==> src/rtl/nib_cpu_pkg.sv <==
package nib_cpu_pkg;
  localparam int unsigned DW   = 4;
  localparam int unsigned AW   = 8;
  localparam int unsigned IW   = 8;
  localparam int unsigned NREG = 4;
  localparam int unsigned RSW  = $clog2(NREG);

  typedef enum logic [3:0] {
    OP_NOP = 4'h0, OP_ADD = 4'h1, OP_SUB = 4'h2, OP_AND = 4'h3,
    OP_OR  = 4'h4, OP_XOR = 4'h5, OP_NOT = 4'h6, OP_SLL = 4'h7,
    OP_MOV = 4'h8, OP_LDI = 4'h9, OP_LPG = 4'hA, OP_LD  = 4'hB,
    OP_ST  = 4'hC, OP_BZ  = 4'hD, OP_BGZ = 4'hE, OP_BRA = 4'hF
  } opcode_e;

  typedef enum logic [2:0] {
    ALU_ADD = 3'd0, ALU_SUB = 3'd1, ALU_AND = 3'd2, ALU_OR   = 3'd3,
    ALU_XOR = 3'd4, ALU_NOT = 3'd5, ALU_SLL = 3'd6, ALU_PASS = 3'd7
  } alu_op_e;

  typedef enum logic {PH_FETCH = 1'b0, PH_EXEC = 1'b1} phase_e;
endpackage

==> src/rtl/nib_cpu_incr.sv <==
module nib_cpu_incr #(
  parameter int unsigned W = 8
) (
  input  logic [W-1:0] a_i,
  output logic [W-1:0] y_o
);
  logic [W:0] c;
  assign c[0] = 1'b1;  // fixed carry-in makes this +1
  for (genvar i = 0; i < W; i++) begin : g_stage
    assign y_o[i]  = a_i[i] ^ c[i];
    assign c[i+1]  = ~(~a_i[i] | ~c[i]);
  end
endmodule

==> src/rtl/nib_cpu_alu.sv <==
module nib_cpu_alu
  import nib_cpu_pkg::*;
#(
  parameter int unsigned W = DW
) (
  input  alu_op_e      op_i,
  input  logic [W-1:0] a_i,
  input  logic [W-1:0] b_i,
  output logic [W-1:0] y_o
);
  localparam int unsigned SHW = (W > 1) ? $clog2(W) : 1;

  logic         sub;
  logic [W-1:0] bx, g, p, sum;
  logic [W:0]   c;

  assign sub  = (op_i == ALU_SUB);
  assign bx   = sub ? ~b_i : b_i;
  assign c[0] = sub;

  // generate/propagate carry chain
  for (genvar i = 0; i < W; i++) begin : g_bit
    assign g[i]   = a_i[i] & bx[i];
    assign p[i]   = a_i[i] ^ bx[i];
    assign c[i+1] = g[i] | (p[i] & c[i]);
    assign sum[i] = p[i] ^ c[i];
  end

  logic [W-1:0] shl;
  always_comb begin
    shl = a_i;
    for (int s = 0; s < SHW; s++) begin
      if (b_i[s]) shl = shl << (1 << s);
    end
  end

  always_comb begin
    unique case (op_i)
      ALU_ADD, ALU_SUB: y_o = sum;
      ALU_AND:          y_o = a_i & b_i;
      ALU_OR:           y_o = a_i | b_i;
      ALU_XOR:          y_o = a_i ^ b_i;
      ALU_NOT:          y_o = ~b_i;
      ALU_SLL:          y_o = shl;
      default:          y_o = b_i;
    endcase
  end
endmodule

==> src/rtl/nib_cpu_cond.sv <==
module nib_cpu_cond #(
  parameter int unsigned W = 4
) (
  input  logic [W-1:0] v_i,
  output logic         eqz_o,
  output logic         gtz_o
);
  assign eqz_o = ~|v_i;
  // positive: sign clear and some magnitude bit set
  assign gtz_o = ~(v_i[W-1] | ~|v_i[W-2:0]);
endmodule

==> src/rtl/nib_cpu_regfile.sv <==
module nib_cpu_regfile
  import nib_cpu_pkg::*;
#(
  parameter int unsigned W = DW,
  parameter int unsigned N = NREG,
  localparam int unsigned SW = $clog2(N)
) (
  input  logic          clk_i,
  input  logic          rst_ni,
  input  logic          we_i,
  input  logic [SW-1:0] waddr_i,
  input  logic [W-1:0]  wdata_i,
  input  logic [SW-1:0] ra_i,
  input  logic [SW-1:0] rb_i,
  output logic [W-1:0]  a_o,
  output logic [W-1:0]  b_o,
  output logic [W-1:0]  r0_o
);
  logic [W-1:0] regs_q [N];

  for (genvar i = 0; i < N; i++) begin : g_reg
    always_ff @(posedge clk_i or negedge rst_ni) begin
      if (!rst_ni)                             regs_q[i] <= '0;
      else if (we_i && waddr_i == SW'(i))      regs_q[i] <= wdata_i;
    end
  end

  assign a_o  = regs_q[ra_i];
  assign b_o  = regs_q[rb_i];
  assign r0_o = regs_q[0];
endmodule

==> src/rtl/nib_cpu_core.sv <==
module nib_cpu_core
  import nib_cpu_pkg::*;
(
  input  logic          clk_i,
  input  logic          rst_ni,
  output logic [AW-1:0] imem_addr_o,
  input  logic [IW-1:0] imem_rdata_i,
  output logic [AW-1:0] dmem_addr_o,
  output logic          dmem_we_o,
  output logic [DW-1:0] dmem_wdata_o,
  input  logic [DW-1:0] dmem_rdata_i
);
  localparam int unsigned PGW = AW - DW;

  phase_e          phase_q;
  logic [AW-1:0]   pc_q, pc_inc, pc_br;
  logic [PGW-1:0]  page_q;
  logic            ld_pend_q;
  logic [RSW-1:0]  ld_dst_q;

  opcode_e         opcode;
  logic [RSW-1:0]  rd_sel, rs_sel;
  logic [DW-1:0]   imm, rd_val, rs_val, r0_val, alu_y;
  logic            exec, is_alu, eqz, gtz, taken;
  alu_op_e         alu_op;
  logic [2:0]      alu_code;

  logic            rf_we;
  logic [RSW-1:0]  rf_waddr;
  logic [DW-1:0]   rf_wdata;

  assign exec   = (phase_q == PH_EXEC);
  assign opcode = opcode_e'(imem_rdata_i[IW-1:IW-4]);
  assign rd_sel = imem_rdata_i[2*RSW-1:RSW];
  assign rs_sel = imem_rdata_i[RSW-1:0];
  assign imm    = imem_rdata_i[DW-1:0];

  assign is_alu   = (opcode >= OP_ADD) && (opcode <= OP_MOV);
  assign alu_code = imem_rdata_i[IW-2:IW-4] - 3'd1;
  assign alu_op   = alu_op_e'(alu_code);

  nib_cpu_regfile #(.W(DW), .N(NREG)) u_rf (
    .clk_i   (clk_i),
    .rst_ni  (rst_ni),
    .we_i    (rf_we),
    .waddr_i (rf_waddr),
    .wdata_i (rf_wdata),
    .ra_i    (rd_sel),
    .rb_i    (rs_sel),
    .a_o     (rd_val),
    .b_o     (rs_val),
    .r0_o    (r0_val)
  );

  nib_cpu_alu #(.W(DW)) u_alu (
    .op_i (alu_op),
    .a_i  (rd_val),
    .b_i  (rs_val),
    .y_o  (alu_y)
  );

  nib_cpu_cond #(.W(DW)) u_cond (
    .v_i   (r0_val),
    .eqz_o (eqz),
    .gtz_o (gtz)
  );

  nib_cpu_incr #(.W(AW)) u_inc (
    .a_i (pc_q),
    .y_o (pc_inc)
  );

  // pc_q already points past the branch during execute
  assign pc_br = pc_q + {{PGW{imm[DW-1]}}, imm};

  always_comb begin
    unique case (opcode)
      OP_BZ:   taken = eqz;
      OP_BGZ:  taken = gtz;
      OP_BRA:  taken = 1'b1;
      default: taken = 1'b0;
    endcase
  end

  // load write-back lands in the fetch cycle after the load
  always_comb begin
    rf_we    = 1'b0;
    rf_waddr = rd_sel;
    rf_wdata = alu_y;
    if (!exec) begin
      rf_we    = ld_pend_q;
      rf_waddr = ld_dst_q;
      rf_wdata = dmem_rdata_i;
    end else if (is_alu) begin
      rf_we = 1'b1;
    end else if (opcode == OP_LDI) begin
      rf_we    = 1'b1;
      rf_waddr = '0;
      rf_wdata = imm;
    end
  end

  always_ff @(posedge clk_i or negedge rst_ni) begin
    if (!rst_ni) begin
      phase_q   <= PH_FETCH;
      pc_q      <= '0;
      page_q    <= '0;
      ld_pend_q <= 1'b0;
      ld_dst_q  <= '0;
    end else if (!exec) begin
      phase_q   <= PH_EXEC;
      pc_q      <= pc_inc;
      ld_pend_q <= 1'b0;
    end else begin
      phase_q   <= PH_FETCH;
      if (taken)             pc_q   <= pc_br;
      if (opcode == OP_LPG)  page_q <= imm;
      ld_pend_q <= (opcode == OP_LD);
      ld_dst_q  <= rd_sel;
    end
  end

  assign imem_addr_o  = pc_q;
  assign dmem_addr_o  = {page_q, rs_val};
  assign dmem_wdata_o = rd_val;
  assign dmem_we_o    = exec && (opcode == OP_ST);


  fetch_exec_chk: assert property (@(posedge clk_i) disable iff (!rst_ni)
    phase_q == PH_FETCH |=> phase_q == PH_EXEC);

  exec_fetch_chk: assert property (@(posedge clk_i) disable iff (!rst_ni)
    phase_q == PH_EXEC |=> phase_q == PH_FETCH);

  pc_step_chk: assert property (@(posedge clk_i) disable iff (!rst_ni)
    phase_q == PH_FETCH |=> imem_addr_o == $past(imem_addr_o) + 8'd1);

  store_exec_chk: assert property (@(posedge clk_i) disable iff (!rst_ni)
    dmem_we_o |-> phase_q == PH_EXEC);

  page_hold_chk: assert property (@(posedge clk_i) disable iff (!rst_ni)
    (phase_q == PH_FETCH || opcode != OP_LPG) |=> $stable(page_q));

  cond_excl_chk: assert property (@(posedge clk_i) disable iff (!rst_ni)
    !(eqz && gtz));

  nop_pc_chk: assert property (@(posedge clk_i) disable iff (!rst_ni)
    (exec && opcode == OP_NOP) |=> $stable(imem_addr_o));

  load_wb_chk: assert property (@(posedge clk_i) disable iff (!rst_ni)
    (exec && opcode == OP_LD) |=> ld_pend_q && phase_q == PH_FETCH);
endmodule

==> config.mk <==
export PLATFORM = sky130hd
export DESIGN_NAME = nib_cpu_core
export DESIGN_NICKNAME = d
export VERILOG_FILES = /design/src/rtl/nib_cpu_pkg.sv /design/src/rtl/nib_cpu_incr.sv /design/src/rtl/nib_cpu_alu.sv /design/src/rtl/nib_cpu_cond.sv /design/src/rtl/nib_cpu_regfile.sv /design/src/rtl/nib_cpu_core.sv
export SDC_FILE = /design/constraint.sdc
export NUM_CORES = 1
export LEC_CHECK = 0
export BUFFER_PORTS_ARGS = -buffer_cell sky130_fd_sc_hd__buf_2
export CAP_MARGIN = 20
export CORE_MARGIN = 8
export CORE_UTILIZATION = 50
export DETAILED_ROUTE_END_ITERATION = 16
export GPL_TIMING_DRIVEN = 1
export MAX_ROUTING_LAYER = met4
export PLACE_DENSITY = 0.7
export SLEW_MARGIN = 10
export SYNTH_ARGS = -nofsm -noshare
export SYNTH_HDL_FRONTEND = slang
export SYNTH_HIERARCHICAL = 1
export SYNTH_SLANG_ARGS = --single-unit
==> constraint.sdc <==
create_clock -name clk_i -period 5.4 [get_ports clk_i]
set_clock_uncertainty 0.1 [all_clocks]
set_input_delay 1.35 -clock clk_i [delete_from_list [all_inputs] [get_ports clk_i]]
set_output_delay 1.35 -clock clk_i [all_outputs]
set_load 0.005 [all_outputs]
==> results of run 1 <==
-- routing by layer --
metal	up-vias	track usage, %	wire length, um
met4	0	3.61	45
li1	1040	-	-
met1	1051	20.5	2910
met5	-	-	0
met2	46	23.7	2730
met3	6	2.49	239
-- synth_stat cells (all sizes together), types with 2 or more instances --
library cell	n	share of area [%]
nor2	11	1.5
dfrtp	32	29
mux4	9	7.6
o21a	3	0.82
nor4b	2	0.64
a311oi	2	0.64
clkbuf	2	0.27
nand2b	2	0.45
fa	3	2.2
ha	27	12
buf	11	2.6
xor2	3	0.95
o211ai	4	1.1
o21ai	14	3.0
nand2	17	2.4
mux2i	7	2.5
a21oi	13	2.4
xnor2	8	2.5
inv	20	2.8
nor4	4	1.4
a21o	3	0.82
mux2	22	9.0
nor3	4	0.73
nand3b	2	0.54
nor2b	6	1.4
a22oi	2	0.54
nand3	5	0.91
a211oi	7	2.1
-- flip-flops by register name, summed over array words and instances (netlist names) --
signal,flops
exec,1
imem_addr_o,8
ld_dst_q,2
ld_pend_q,1
page_q,4
u_rf/r0_o,4
u_rf/regs_q,12
-- per-stage QoR --
stage | utilization, % | instance area, um2 | power, mW | worst slack, ns | hold slack [ns]
floorplan | - | 2760 | 1.10 | 0.956 | 0.332
global placement | 54.8 | 2960 | 1.28 | 0.586 | 0.345
detailed placement | 54.8 | 2960 | 1.31 | 0.479 | 0.352
CTS | 56.4 | 3050 | 1.50 | 0.762 | 0.366
global route | 56.4 | 3050 | 1.64 | 0.553 | 0.398
finish | 56.4 | 3050 | 1.49 | 0.771 | 0.364
-- critical path: stages --
cell       delay, ns
buf_2           0.20
mux4_2          0.63
inv_1           0.14
mux2_2          0.35
fa_1            0.39
fa_1            0.42
nor2b_1         0.14
a311oi_1        0.25
a31oi_1         0.07
a2bb2oi_1       0.15
mux2i_1         0.14
a21oi_1         0.13
mux2_2          0.33
-- cell type report --
class	count	area, um2	area share (%)
flip-flops and latches	32	801	26.3
clock buffers	8	90.1	2.95
multi-input cells	200	1800	59.0
repair buffers	37	193	6.32
inverters	20	77.6	2.54
well taps	72	90.1	2.95
-- power breakdown --
| group | total, mW | switching [mW] | internal [mW] |
|---|---|---|---|
| registers | 0.430 | 0.0929 | 0.337 |
| clock network | 0.187 | 0.0831 | 0.104 |
| logic | 0.873 | 0.427 | 0.446 |
| total | 1.49 | 0.603 | 0.887 |
-- worst max-delay path by stage --
stage                    start                    endpoint  slack (ns)
2_1_floorplan  imem_rdata_i[4]    u_rf/r0_o[2]$_DFFE_PN0P_        0.96
3_3_place_gp   imem_rdata_i[0]    u_rf/r0_o[3]$_DFFE_PN0P_        0.59
3_5_place_dp   imem_rdata_i[0]  u_rf/regs_q[6]$_DFFE_PN0P_        0.48
4_1_cts        imem_rdata_i[0]  u_rf/regs_q[6]$_DFFE_PN0P_        0.76
5_1_grt        imem_rdata_i[0]  u_rf/regs_q[3]$_DFFE_PN0P_        0.55
6_report       imem_rdata_i[0]  u_rf/regs_q[6]$_DFFE_PN0P_        0.77
-- cell families (layout without fill, tap and decap cells) --
group / after synthesis / in the layout / share of synthesized area (%)
muxes: 38 / 38 / 19.2
and+or+nand+nor: 62 / 62 / 13.3
xor gates and xnor gates: 11 / 11 / 3.50
DFF: 32 / 32 / 29.1
adders and majority gates: 30 / 30 / 14.4
AOI/OAI and AO/OA: 59 / 59 / 14.9
buffers and inverters: 33 / 65 / 5.67
==> results.py, run 1 <==
metrics = {
    "timing": {
        "fin_crit_ns": 4.63,
        "post-route-period-util_pct": 85.7,
        "slew_headroom_pct": 45.4,
        "fin_tns_setup_ns": 0,
        "rsz0062_at_grt": "false",
        "hold_violations": 0,
        "maxSlewViolCount": 0,
        "setup_viol": 0,
        "tightestPinTransition_ns": 0.819,
        "fmax_mhz": 216,
    },
    "cts": {
        "cts_root_buf": "clkbuf_8",
        "cts_resized": 0,
        "htreeDepth": 2,
        "cts_tree": "built",
        "cts_buffers": 5,
        "post-cts-setup-buffers": 0,
        "hold_buffers": 0,
        "cts_max_path_buffers": 2,
        "cts.sinks": 32,
        "clkTransAtPathRegs_ns": 0.06,
        "insertion_delay_ns": 0.27,
    },
    "die": {
        "ioPinCount": 35,
        "die_w_um": 90.3,
        "die_area_mm2": 0.00815,
        "core_mm2": 0.00541,
        "initial_utilization_pct": 51.0,
        "rows": 27,
        "die_h_um": 90.3,
    },
    "grt": {
        "grt-ovfl-total": 0,
        "grt_max_degree": 33,
        "antenna_found_initial": 0,
        "grt_usage_pct": 15.3,
        "grt_pass1_vias": 2097,
        "grt_pass1_wl_mm": 10.2,
    },
    "synthesis": {
        "yosys_warnings": 6,
        "ys_seq_area_share_pct": 29.1,
        "syn_nets": 309,
        "ys_ff_latch": 32,
        "synth-edff-count": 0,
        "syn_inst": 265,
        "synth_area_mm2": 0.00276,
        "synthArstFlopShare_pct": 100,
        "syn_area_per_cell_um2": 10.4,
        "yosysUniqueCellTypes": 56,
        "ys.flop_type": "dfrtp_1",
    },
    "place": {
        "io_buffer_count": 34,
        "dp_cells": 361,
        "routabilityCongestion": 0.820,
        "hpwl_mm": 4.58,
    },
    "worst_setup_path": {
        "arrival_ns": 4.69,
        "endpoint_kind": "register",
        "reg2reg_from": "u_rf/r0_o[0]$_DFFE_PN0P_",
        "r2r-end": "u_rf/regs_q[6]$_DFFE_PN0P_",
        "path_max_fanout": 7,
        "criticalPathCategory": "input port to register",
        "ff2ff_setup_slack_ns": 1.68,
        "required_ns": 5.46,
        "crit_path_start_kind": "input port",
        "reg2reg_depth": 12,
    },
    "layout": {
        "final_common_cell": "buf_2",
        "drive_gt1_share_pct": 28.3,
        "area_growth_pct": 10.7,
        "instances_no_fill": 369,
        "layout.nets": 340,
        "insertedDiodeCount": 0,
        "layout_common_cells": "34 x buf_2, 32 x dfrtp_1, 27 x ha_1",
        "num-fill-cells": 496,
    },
    "worst_hold_path": {
        "hold_path.startpoint": "ld_dst_q[0]$_DFFE_PN0P_",
        "whs_path_depth": 2,
        "min_to": "ld_dst_q[0]$_DFFE_PN0P_",
        "min_path_type": "register to register",
    },
    "power": {
        "vdd.ir_drop.worst_v": 0.000250,
        "power.leakage_nw": 1.40,
        "power_density_mw_per_mm2": 488,
    },
    "detailed_routing": {
        "viasPerCell": 5.81,
        "drt-total-wl_mm": 5.93,
        "wl_per_cell_um": 16.1,
        "first_iter_violations": 86,
        "ant_nets": 0,
        "vias": 2143,
        "first_pass_iters": 4,
        "drc": 0,
    },
    "run": {
        "max_cap_viol_count": 0,
    },
    "status": {
        "status": "finished clean",
    },
}
(Power assumes the default switching activity.)
==> inputs of run 2 (changes only) <==
PLACE_DENSITY = 0.67   (was 0.7)
==> run 2 against run 1 <==
  * Via count shrank 0.98%
  * Combinational power is essentially flat
  * First-iteration DRC count grew 40%
  * Wire length grew 2.0%
  * Sequential power is essentially flat
  * Hold slack gained 0.012 ns
  * Maximum frequency grew 0.76%
  * Final cell count grew 0.27%
  * Critical path depth is the same
  * Non-clock buffer count grew 1
  * Critical path type unchanged
  * Highest routed layer unchanged
==> results.py, run 2 (synthesis gave the netlist of run 1 again) <==
metrics = {
    "status": {
        "status": "finished clean",
    },
    "timing": {
        "fin_tns_setup_ns": 0,
        "hold_violations": 0,
        "fmax_mhz": 218,
        "fin_ws_ns": 0.805,
        "fin_crit_ns": 4.59,
        "rsz0062_at_grt": "false",
        "fin_hold_ws_ns": 0.377,
        "slew_headroom_pct": 45.5,
        "post-route-period-util_pct": 85.1,
        "setup_viol": 0,
        "tightestPinTransition_ns": 0.817,
        "maxSlewViolCount": 0,
    },
    "worst_setup_path": {
        "slowest_delay_ns": 0.63,
        "crit_buf_inv": 2,
        "crit_slowest_cell": "mux4_2",
        "arrival_ns": 4.67,
        "crit_family": "multiplexers",
        "endpoint_kind": "register",
        "criticalPathCategory": "input port to register",
        "path_max_fanout": 7,
        "crit_path_start_kind": "input port",
        "reg2reg_depth": 12,
        "worstPathCellList": "buf_2 > mux4_2 > inv_1 > mux2_2 > fa_1 > fa_1 > nor2b_1 > a311oi_1 > a31oi_1 > a2bb2oi_1 > mux2i_1 > a21oi_1 > mux2_2",
        "required_ns": 5.47,
        "crit_cells": 13,
    },
    "detailed_routing": {
        "drt-total-wl_mm": 6.05,
        "wl_per_cell_um": 16.3,
        "first_iter_violations": 120,
        "viasPerCell": 5.74,
        "vias": 2122,
        "drc": 0,
        "ant_nets": 0,
        "first_pass_iters": 4,
    },
    "grt": {
        "grt_max_degree": 33,
        "grt-ovfl-total": 0,
        "grt_pass1_vias": 2016,
        "grt_usage_pct": 15.4,
        "grt_pass1_wl_mm": 10.0,
        "antenna_found_initial": 0,
    },
    "die": {
        "initial_utilization_pct": 51.0,
        "core_mm2": 0.00541,
        "die_w_um": 90.3,
        "die_area_mm2": 0.00815,
        "die_h_um": 90.3,
        "rows": 27,
        "ioPinCount": 35,
    },
    "layout": {
        "drive_gt1_share_pct": 29.2,
        "final_common_cell": "buf_2",
        "regMostFlops": "u_rf/regs_q",
        "instances_no_fill": 370,
        "insertedDiodeCount": 0,
        "layout_common_cells": "34 x buf_2, 32 x dfrtp_1, 27 x ha_1",
        "area_growth_pct": 11.7,
        "design_area_mm2": 0.00308,
        "largest_register_ffs": 12,
        "layout.nets": 341,
        "num-fill-cells": 488,
    },
    "power": {
        "power_density_mw_per_mm2": 497,
        "power.leakage_nw": 1.42,
        "vdd.ir_drop.worst_v": 0.000276,
    },
    "cts": {
        "cts.sinks": 32,
        "cts_max_path_buffers": 2,
        "insertion_delay_ns": 0.28,
        "cts_buffers": 5,
        "cts_tree": "built",
        "cts_root_buf": "clkbuf_8",
        "post-cts-setup-buffers": 0,
        "hold_buffers": 0,
        "htreeDepth": 2,
        "cts_resized": 0,
        "clkTransAtPathRegs_ns": 0.07,
    },
    "place": {
        "io_buffer_count": 34,
        "hpwl_mm": 4.58,
        "place_area_mm2": 0.00297,
        "routabilityCongestion": 0.809,
        "dp_cells": 362,
        "place_ws_ns": 0.510,
    },
    "worst_hold_path": {
        "whs_path_depth": 2,
        "min_path_type": "register to register",
    },
    "run": {
        "max_cap_viol_count": 0,
    },
}
-- run 2: cell count changes in the layout (fill, tap and decap cells not counted), sizes merged --
cell      before  now
clkinv         0    1
clkbuf         8    5
buf           37   38
clkinvlp       0    1
bufinv         0    1
-- run 2: routing by layer --
metal	routed length [um]	GRT usage [%]
met5	0	-
met4	79	5.27
met3	238	2.99
met2	2750	23.3
met1	2970	20.0
-- run 2: final timing paths --
| kind | startpoint | to | slack [ns] |
|---|---|---|---|
| setup / recovery | imem_rdata_i[0] | u_rf/r0_o[2]$_DFFE_PN0P_ | 0.81 |
| hold reg to reg | ld_dst_q[1]$_DFFE_PN0P_ | ld_dst_q[1]$_DFFE_PN0P_ | 0.38 |
| hold / removal | ld_dst_q[1]$_DFFE_PN0P_ | ld_dst_q[1]$_DFFE_PN0P_ | 0.38 |
| max in group asynchronous | rst_ni | u_rf/regs_q[9]$_DFFE_PN0P_ | 3.71 |
| min in group asynchronous | rst_ni | imem_addr_o[2]$_DFFE_PN0P_ | 1.02 |
| setup reg to reg | u_rf/r0_o[0]$_DFFE_PN0P_ | u_rf/r0_o[2]$_DFFE_PN0P_ | 1.70 |
-- run 2: per-stage QoR --
step	power [mW]	utilization, %
floorplan	1.10	-
global placement	1.28	54.9
detailed placement	1.30	54.9
CTS	1.54	57.0
global route	1.68	57.0
finish	1.53	57.0
-- run 2: report_power, final --
part / total (mW) / internal, mW / switching [mW] / leakage (nW)
Sequential: 0.431 / 0.337 / 0.0939 / 0.382
Clock: 0.230 / 0.136 / 0.0932 / 0.0541
Combinational: 0.871 / 0.446 / 0.425 / 0.980
Total: 1.53 / 0.919 / 0.612 / 1.42
-- run 2: layout make-up --
cell class	count	area (um2)	share of cell area, %
Inverter	20	77.6	2.52
Multi-Input combinational cell	200	1800	58.4
Clock inverter	3	42.5	1.38
Timing Repair Buffer	38	200	6.50
Tap cell	72	90.1	2.93
Clock buffer	5	68.8	2.23
Sequential cell	32	801	26.0
-- run 2: tightest hold or removal path, stage by stage, from the launching register on --
cell,delay (ns)
dfrtp_1,0.33
nand2_1,0.06
nand2_1,0.06
